===== src/rtl/dcb_pkg.sv =====
package dcb_pkg;
  localparam int COEF_FRAC = 15;
  localparam int COEF_W    = 16;

  function automatic logic [COEF_W-1:0] clamp_coef(input logic [COEF_W-1:0] c);
    logic [COEF_W-1:0] one;
    one = COEF_W'(1) << COEF_FRAC;
    return (c > one) ? one : c;
  endfunction
endpackage


===== src/rtl/dcb_diff.sv =====
module dcb_diff #(
  parameter int DW = 16,
  parameter int CW = 16,
  parameter int FB = 8,
  parameter int AW = 27
) (
  input  logic                 clk,
  input  logic                 rst,
  input  logic                 load,
  input  logic signed [DW-1:0] sample,
  input  logic [CW-1:0]        coef,
  input  logic                 norm_en,
  output logic signed [AW-1:0] term
);
  import dcb_pkg::*;
  localparam int PW = DW + CW + 2;
  localparam int SH = COEF_FRAC - FB;

  logic signed [DW-1:0] x_prev;
  logic signed [DW:0]   diff;
  logic [CW:0]          g_sum;
  logic [CW-1:0]        gain;
  logic signed [PW-1:0] prod;
  logic signed [PW-1:0] prod_sh;
  logic signed [AW-1:0] term_raw;
  logic signed [AW-1:0] term_norm;

  always_ff @(posedge clk) begin
    if (rst)       x_prev <= '0;
    else if (load) x_prev <= sample;
  end

  always_comb begin
    diff      = {sample[DW-1], sample} - {x_prev[DW-1], x_prev};
    g_sum     = (CW+1)'(1) << COEF_FRAC;
    g_sum     = g_sum + {1'b0, coef};
    gain      = g_sum[CW:1];
    prod      = PW'(diff) * $signed({{(PW-CW){1'b0}}, gain});
    prod_sh   = prod >>> SH;
    term_norm = prod_sh[AW-1:0];
    term_raw  = $signed({{(AW-DW-1){diff[DW]}}, diff}) <<< FB;
    term      = norm_en ? term_norm : term_raw;
  end
endmodule


===== src/rtl/dcb_pole.sv =====
module dcb_pole #(
  parameter int CW = 16,
  parameter int AW = 27
) (
  input  logic signed [AW-1:0] y_state,
  input  logic [CW-1:0]        coef,
  output logic signed [AW-1:0] fb
);
  import dcb_pkg::*;
  localparam int PW = AW + CW + 1;

  logic signed [PW-1:0] prod;
  logic signed [PW-1:0] prod_sh;

  always_comb begin
    prod    = PW'(y_state) * $signed({{(PW-CW){1'b0}}, coef});
    prod_sh = prod >>> COEF_FRAC;
    fb      = prod_sh[AW-1:0];
  end
endmodule


===== src/rtl/dcb_sat.sv =====
module dcb_sat #(
  parameter int DW = 16,
  parameter int FB = 8,
  parameter int AW = 27
) (
  input  logic                 clk,
  input  logic                 rst,
  input  logic                 load,
  input  logic signed [AW-1:0] y_full,
  output logic signed [DW-1:0] out_sample
);
  localparam int IW = AW - FB;
  localparam logic signed [IW-1:0] HI = {{(IW-DW+1){1'b0}}, {(DW-1){1'b1}}};
  localparam logic signed [IW-1:0] LO = {{(IW-DW+1){1'b1}}, {(DW-1){1'b0}}};

  logic signed [AW-1:0] y_sh;
  logic signed [IW-1:0] y_int;
  logic signed [DW-1:0] y_clip;

  always_comb begin
    y_sh  = y_full >>> FB;
    y_int = y_sh[IW-1:0];
    if (y_int > HI)      y_clip = {1'b0, {(DW-1){1'b1}}};
    else if (y_int < LO) y_clip = {1'b1, {(DW-1){1'b0}}};
    else                 y_clip = y_int[DW-1:0];
  end

  always_ff @(posedge clk) begin
    if (rst)       out_sample <= '0;
    else if (load) out_sample <= y_clip;
  end

  AST_SAT_HIGH: assert property (@(posedge clk) disable iff (rst)
    (load && (y_int > HI)) |=> (out_sample == {1'b0, {(DW-1){1'b1}}}));
  AST_SAT_LOW: assert property (@(posedge clk) disable iff (rst)
    (load && (y_int < LO)) |=> (out_sample == {1'b1, {(DW-1){1'b0}}}));
endmodule


===== src/rtl/dc_blocker.sv =====
module dc_blocker #(
  parameter int DW = 16,
  parameter int FB = 8,
  parameter int GUARD = 3
) (
  input  logic          clk,
  input  logic          rst,
  input  logic          in_valid,
  input  logic [DW-1:0] in_sample,
  input  logic [15:0]   coef_r,
  input  logic          norm_en,
  output logic          out_valid,
  output logic [DW-1:0] out_sample
);
  import dcb_pkg::*;
  localparam int CW = COEF_W;
  localparam int AW = DW + GUARD + FB;

  logic [CW-1:0]        coef_eff;
  logic signed [AW-1:0] y_state;
  logic signed [AW-1:0] term;
  logic signed [AW-1:0] fb;
  logic signed [AW-1:0] y_next;
  logic signed [DW-1:0] sat_out;

  assign coef_eff = clamp_coef(coef_r);
  assign y_next   = term + fb;

  dcb_diff #(.DW(DW), .CW(CW), .FB(FB), .AW(AW)) u_diff (
    .clk(clk), .rst(rst), .load(in_valid), .sample($signed(in_sample)),
    .coef(coef_eff), .norm_en(norm_en), .term(term)
  );

  dcb_pole #(.CW(CW), .AW(AW)) u_pole (
    .y_state(y_state), .coef(coef_eff), .fb(fb)
  );

  dcb_sat #(.DW(DW), .FB(FB), .AW(AW)) u_sat (
    .clk(clk), .rst(rst), .load(in_valid), .y_full(y_next), .out_sample(sat_out)
  );

  always_ff @(posedge clk) begin
    if (rst) begin
      y_state   <= '0;
      out_valid <= 1'b0;
    end else begin
      out_valid <= in_valid;
      if (in_valid) y_state <= y_next;
    end
  end

  assign out_sample = sat_out;

  AST_RESET_CLEAR: assert property (@(posedge clk)
    rst |=> (!out_valid && out_sample == '0));
  AST_VALID_FOLLOWS: assert property (@(posedge clk) disable iff (rst)
    in_valid |=> out_valid);
  AST_VALID_QUIET: assert property (@(posedge clk) disable iff (rst)
    !in_valid |=> !out_valid);
  AST_IDLE_HOLD: assert property (@(posedge clk) disable iff (rst)
    !in_valid |=> ($stable(out_sample) && $stable(y_state)));
endmodule


===== config.mk =====
export PLATFORM = sky130hd
export DESIGN_NAME = dc_blocker
export DESIGN_NICKNAME = d
export VERILOG_FILES = /design/src/rtl/dcb_pkg.sv /design/src/rtl/dcb_diff.sv /design/src/rtl/dcb_pole.sv /design/src/rtl/dcb_sat.sv /design/src/rtl/dc_blocker.sv
export SDC_FILE = /design/constraint.sdc
export NUM_CORES = 2
export LEC_CHECK = 0
export BUFFER_PORTS_ARGS = -buffer_cell sky130_fd_sc_hd__buf_2
export CAP_MARGIN = 15
export CORE_ASPECT_RATIO = 1.1
export CORE_MARGIN = 2
export CORE_UTILIZATION = 35
export DETAILED_ROUTE_END_ITERATION = 10
export HOLD_SLACK_MARGIN = 0.1
export PLACE_DENSITY_LB_ADDON = 0.15
export RECOVER_POWER = 100
export SYNTH_ARGS = -nofsm -noshare
export SYNTH_HDL_FRONTEND = slang
export SYNTH_SLANG_ARGS = --single-unit
export TNS_END_PERCENT = 20

===== constraint.sdc =====
create_clock -name clk -period 14 [get_ports clk]
set_input_delay 2.8 -clock clk [delete_from_list [all_inputs] [get_ports clk]]
set_output_delay 2.8 -clock clk [all_outputs]
set_load 0.01 [all_outputs]

### After elaboration in Yosys (flattened, before gate mapping)

Index checks and enable logic that the tools add are counted.

| storage, ports and cells | value |
|---|---|
| flip-flop bits (word level) | 60 |
| bits in latches | 0 |
| bits in writable memories | 0 |
| bits in read-only memories | 0 |
| input bits | 36 |
| output and inout bits | 17 |
| word-level logic and storage cells | 16 |
| memories kept | 0 |

| operators by class | value |
|---|---|
| add/subtract/negate cells | 3 |
| $mul | 2 |
| divide/modulo/power cells | 0 |
| magnitude comparators | 3 |
| equal/unequal tests | 0 |
| shifts and indexed selects | 0 |
| multiplexer cells | 4 |
| bitwise logic cells | 0 |
| reductions and logical operators | 0 |

Operator list:

| cell | number |
|---|---|
| 16-bit two-way mux | 3 |
| 27-bit by 17-bit multiplier with 42-bit output | 1 |
| 17-bit by 17-bit multiplier with 34-bit output | 1 |
| 27-bit adder | 1 |
| 27-bit two-way mux | 1 |
| 19-bit by 16-bit greater-than comparator with 1-bit output, second input constant | 1 |
| 19-bit by 16-bit < comparator with 1-bit output, second input constant | 1 |
| 16-bit by 16-bit adder with 17-bit output, first input constant | 1 |
| 16-bit by 16-bit subtractor with 17-bit output | 1 |
| 16-bit greater-than comparator, second input constant | 1 |

### Depth between registers and ports, before layout

| logic depth | value |
|---|---|
| depth in word-level cells | 9 |
| mapped depth | 48 |
| gate-level depth less buffers | 47 |

### By module

Synthesis repeated with hierarchy kept, for this count alone.

| second synthesis, totals | value |
|---|---|
| cells, all modules | 3464 |
| area, all modules | 30016.3 µm² |

Modules (own cells, without submodules):

| module | instances | cells each | area each (µm²) | seq. area each (µm²) |
|---|---|---|---|---|
| dcb_pole | 1 | 1640 | 14527.7 | 0.0 |
| dcb_diff | 1 | 1389 | 11867.6 | 320.3 |
| dc_blocker | 1 | 359 | 2826.5 | 560.5 |
| dcb_sat | 1 | 76 | 794.5 | 320.3 |

### Worst setup path before layout

Ideal clock, no wire load.

| timing path | value |
|---|---|
| path type | input to register |
| start point | input port in_sample[1] |
| end point | register u_sat.out_sample[10] |
| setup time | 142 ps |
| arrival time | 12788 ps |
| required time | 13858 ps |
| setup slack | 1070 ps |
| stages | 46 |
| buffers on the path | 1 |
| cells stage by stage | ha_1 -> nor2b_1 -> o21ai_0 -> a21boi_0 -> o21ai_0 -> a21oi_1 -> a211oi_1 -> nor3_1 -> a211o_1 -> a21oi_1 -> xor2_1 -> nor2_1 -> fa_1 -> inv_1 -> fa_1 -> fa_1 -> inv_1 -> fa_1 -> (+10 left out) -> o21a_1 -> o21ai_0 -> nand2b_1 -> xor2_1 -> nand2_1 -> o21ai_0 -> ha_1 -> nand3_1 -> or4_1 -> nor3_2 -> nor2_1 -> a21oi_1 -> xnor2_1 -> xnor2_2 -> xnor2_4 -> a21oi_4 -> buf_6 -> a211oi_2 |

| between the ends | value |
|---|---|
| cells in the longest elaborated chain, start to end | 7 |
| elaborated cells between the ends (all ways) | 8 |
| those cells by class | add/sub: 2; mul: 1; order compare: 2; mux: 3 |

RTL lines:

| item | line | source |
|---|---|---|
| from (decl) | dc_blocker.sv:9 | `input logic [DW-1:0] in_sample,` |
| 16-bit by 16-bit subtractor with 17-bit output (*) | dcb_diff.sv:34 | `diff = {sample[DW-1], sample} - {x_prev[DW-1], x_prev};` |
| 17-bit by 17-bit multiplier with 34-bit output | dcb_diff.sv:38 | `prod = PW'(diff) * $signed({{(PW-CW){1'b0}}, gain});` |
| 27-bit two-way mux (*) | dcb_diff.sv:42 | `term = norm_en ? term_norm : term_raw;` |
| 27-bit adder (*) | dc_blocker.sv:27 | `assign y_next = term + fb;` |
| 19-bit by 16-bit < comparator with 1-bit output | dcb_sat.sv:24 | `else if (y_int < LO) y_clip = {1'b1, {(DW-1){1'b0}}};` |
| 16-bit two-way mux | dcb_sat.sv:24 |  |
| 16-bit two-way mux (*) | dcb_sat.sv:23 | `if (y_int > HI) y_clip = {1'b0, {(DW-1){1'b1}}};` |
| to (signal assigned) | dcb_sat.sv:30 | `else if (load) out_sample <= y_clip;` |
| to (decl) | dcb_sat.sv:10 | `output logic signed [DW-1:0] out_sample` |

Every way passes the cells marked *; elsewhere a longest branch is shown, timed or not.
A chain may end at the register's enable or synchronous reset.

### Final worst setup path

| timing path | value |
|---|---|
| start point | input port coef_r[14] |
| end point | register u_sat.out_sample[3] |

| between the ends | value |
|---|---|
| cells in the longest elaborated chain, start to end | 9 |
| elaborated cells between the ends (all ways) | 11 |
| those cells by class | add/sub: 2; mul: 2; order compare: 3; mux: 4 |

RTL lines:

| item | line | source |
|---|---|---|
| from (decl) | dc_blocker.sv:10 | `input logic [15:0] coef_r,` |
| 16-bit greater-than comparator | dcb_pkg.sv:8 | `return (c > one) ? one : c;` |
| 16-bit two-way mux (*) | dcb_pkg.sv:8 |  |
| 16-bit by 16-bit adder with 17-bit output | dcb_diff.sv:36 | `g_sum = g_sum + {1'b0, coef};` |
| 17-bit by 17-bit multiplier with 34-bit output | dcb_diff.sv:38 |  |
| 27-bit two-way mux | dcb_diff.sv:42 |  |
| 27-bit adder (*) | dc_blocker.sv:27 |  |
| 19-bit by 16-bit < comparator with 1-bit output | dcb_sat.sv:24 |  |
| 16-bit two-way mux | dcb_sat.sv:24 |  |
| 16-bit two-way mux (*) | dcb_sat.sv:23 |  |

Marked as above.

==> flow_summary.ini <==
[outcome]
outcome = finished with violations
violations = capacitance limit, slew limit

[route]
wl_microns = 86400
routed-wl-met3_microns = 3570
firstDrtPassIters = 5
wl_met1_microns = 38300
highest_layer = met5
post_drt_wl_per_cell_microns = 19.2
drc = 0
via_per_inst = 4.77
num_vias = 21429
dr_wl_met2_microns = 42700
drt_iter0_markers = 962
antenna_violating_nets_post_route = 0

[synthesis]
synthArstFlopShare_pct = 0
synth_cell_types = 77
synthTopCellsByArea = fa_1 (46%), inv_1 (12%), ha_1 (9.4%)
syn_avg_cell_area_sq_um = 8.57
ys_warn_count = 0
synth_flop_cell = dfxtp_1
yosys_register_bits = 60
syn_inst = 3404
synth.yosys.seq_area_share_pct = 4.12
syn_area_sq_um = 29200
synth_edf_count = 0
synth_top_area_cell = fa_1
yosysTopAreaCellShare_pct = 46.5

[final_layout]
num-nets-final = 4344
multi_input_area_sq_um = 24000
final_layout_size_suffix_gt1_share_pct = 5.30
antenna_cells = 0
areaGrowthSynthToFinish_pct = 6.99
fillers = 8691
register_area_sq_um = 1200
layout_commonest_cell = inv_1
final_cell_mix = inv_1 (910), fa_1 (677), nand2_1 (452), nor2_1 (221), ha_1 (218)
final_util_pct = 37.6
fin_area_sq_um = 31200

[sta]
period_share_pct = 95.1
slew_viol_final = 60
layout_setup_ws_ns = 0.680
tns_ns = 0
setup_viol = 0
skew_ns = 0.0203
fin_crit_ns = 13.32
rsz0062_at_grt = no
tightest_slew_ns = 4.43
hold_violations = 0
relSlewSlack_pct = -195
fmax_mhz = 75.1

[die]
ios = 53
core_sq_um = 82900
rows = 111
dieArea_sq_um = 85600
die_h_microns = 307
start_util_pct = 35.2
die_width_microns = 279

[placement]
routabilityCongestion = 0.878
pre_cts_ws_ns = 0.0715
io_buffer_count = 52
dp_hpwl_microns = 71200
dpl-instance-area_sq_um = 30900

[worst_setup_path]
arrival_ns = 13.60
r2r_start = u_diff.x_prev[1]$_SDFFE_PP0P_
crit_required_ns = 14.28
worstReg2RegEnd = u_sat.out_sample[3]$_SDFFE_PP0P_
crit_fanout = 11
max_stage_delay_ns = 0.64
start_kind = input pin
ff2ff_setup_slack_ns = 3.03
cp-end-kind = flip-flop
reg2regPathDepth = 41
critPathMostFrequentCell = fa_1
cpMaxStageDelayCell = and2_0
crit_type = in2reg

[clock_tree]
clockBufferDepth = 2
cts_buffers = 9
cts-root-buf = clkbuf_16
clk_pin_slew_ns = 0.06
tritoncts = built
insertion_delay_ns = 0.39
cts.sinks = 60
htreeDepth = 3

[global_routing]
grt_pass1_vias = 23293
grt_use_total_pct = 21.1
grt.overflow.total = 0
antenna_found_initial = 3
grt_pass1_wl_microns = 137000
grt_max_degree = 60

[worst_hold_path]
hold_path_end = u_diff.x_prev[15]$_SDFFE_PP0P_
hold_class = reg2reg
whs_path_depth = 2
hold_start = u_diff.x_prev[15]$_SDFFE_PP0P_

[flow_run]
drv_cap = 1
[routing by layer]
layer	global-route usage, %	up-vias
met2	36.6	395
met5	0	-
li1	-	9958
met4	4.56	2
met1	28.3	10982
met3	2.69	92
[worst max-delay path, delay by kind of cell]
kind	cells	cell delay, ns
fa+ha+maj	8	3.50
simple gates	9	2.80
mux	1	0.14
buf+inv	8	1.33
compound gates	12	2.39
xor+xnor	3	0.66
[flip-flops by register name, summed over array words and instances, names as in the netlist]
signal / flops
u_diff.x_prev: 16
u_sat.out_sample: 16
y_state: 27
out_valid: 1
[how the worst max path moves through the flow]
stage / cells after the start / from / end
floorplan: 46 / in_sample[1] / u_sat.out_sample[10]$_SDFFE_PP0P_
CTS: 47 / in_sample[0] / u_sat.out_sample[5]$_SDFFE_PP0P_
global route: 41 / coef_r[14] / u_sat.out_sample[3]$_SDFFE_PP0P_
finish: 41 / coef_r[14] / u_sat.out_sample[3]$_SDFFE_PP0P_
detailed placement: 47 / in_sample[0] / u_sat.out_sample[5]$_SDFFE_PP0P_
global placement: 47 / in_sample[0] / u_sat.out_sample[5]$_SDFFE_PP0P_
[what timing repair did]
| item | CTS | global route |
|---|---|---|
| endpoints found under the setup margin | 0 | 17 |
| setup buffers | 0 | 1 |
| hold buffers | 0 | 0 |
| resized for setup | 0 | 6 |
[stage by stage]
| stage | hold slack, ns | instances |
|---|---|---|
| after floorplan | 0.460 | 3411 |
| after CTS | 0.498 | 4489 |
| after detailed placement | 0.483 | 4473 |
| after global routing | 0.516 | 4491 |
| final | 0.493 | 4491 |
| after global placement | 0.477 | 4473 |
[cell usage after synthesis (3+ instances only)]
| master | instances |
|---|---|
| and4_1 | 3 |
| and3_1 | 38 |
| o21ai_1 | 4 |
| o31a_1 | 3 |
| nor2_1 | 220 |
| nand2b_1 | 12 |
| buf_1 | 10 |
| o21ai_2 | 7 |
| nor4_1 | 5 |
| nand2_1 | 452 |
| clkbuf_1 | 132 |
| a21oi_1 | 63 |
| a21boi_0 | 3 |
| a21o_1 | 38 |
| nor3_1 | 16 |
| o21bai_1 | 10 |
| a211oi_2 | 11 |
| ha_1 | 218 |
| o31ai_1 | 5 |
| mux2i_1 | 36 |
| nand4_1 | 4 |
| fa_1 | 677 |
| a31oi_1 | 5 |
| xnor2_1 | 81 |
| nor2b_1 | 21 |
| or3_1 | 8 |
| nand3_1 | 18 |
| and2_1 | 155 |
| a211oi_1 | 16 |
| dfxtp_1 | 60 |
| inv_1 | 910 |
| o21a_1 | 17 |
| o21ai_0 | 58 |
| o211ai_1 | 6 |
| xor2_1 | 31 |
[kinds of logic after synthesis]
kind of cell,share of synthesized area [%]
XOR/XNOR,3.51
multiplexers,1.27
AO/OA/AOI/OAI,6.57
other,0.0258
buffers and inverters,13.7
adder cells (fa/ha/maj),55.8
AND/OR/NAND/NOR,15.0
flip-flops,4.12
[area by class of cell]
type,count,area share (%)
tap,1073,4.30
sequential,60,3.85
clock inverter,7,0.241
multi-input combinational,2295,77.0
inverter,910,10.9
timing repair buffer,137,2.89
clock buffer,9,0.722
Power is left out: the tool's default activity adds up to more than one toggle a clock period on the data nets, which glitch-free logic cannot reach.
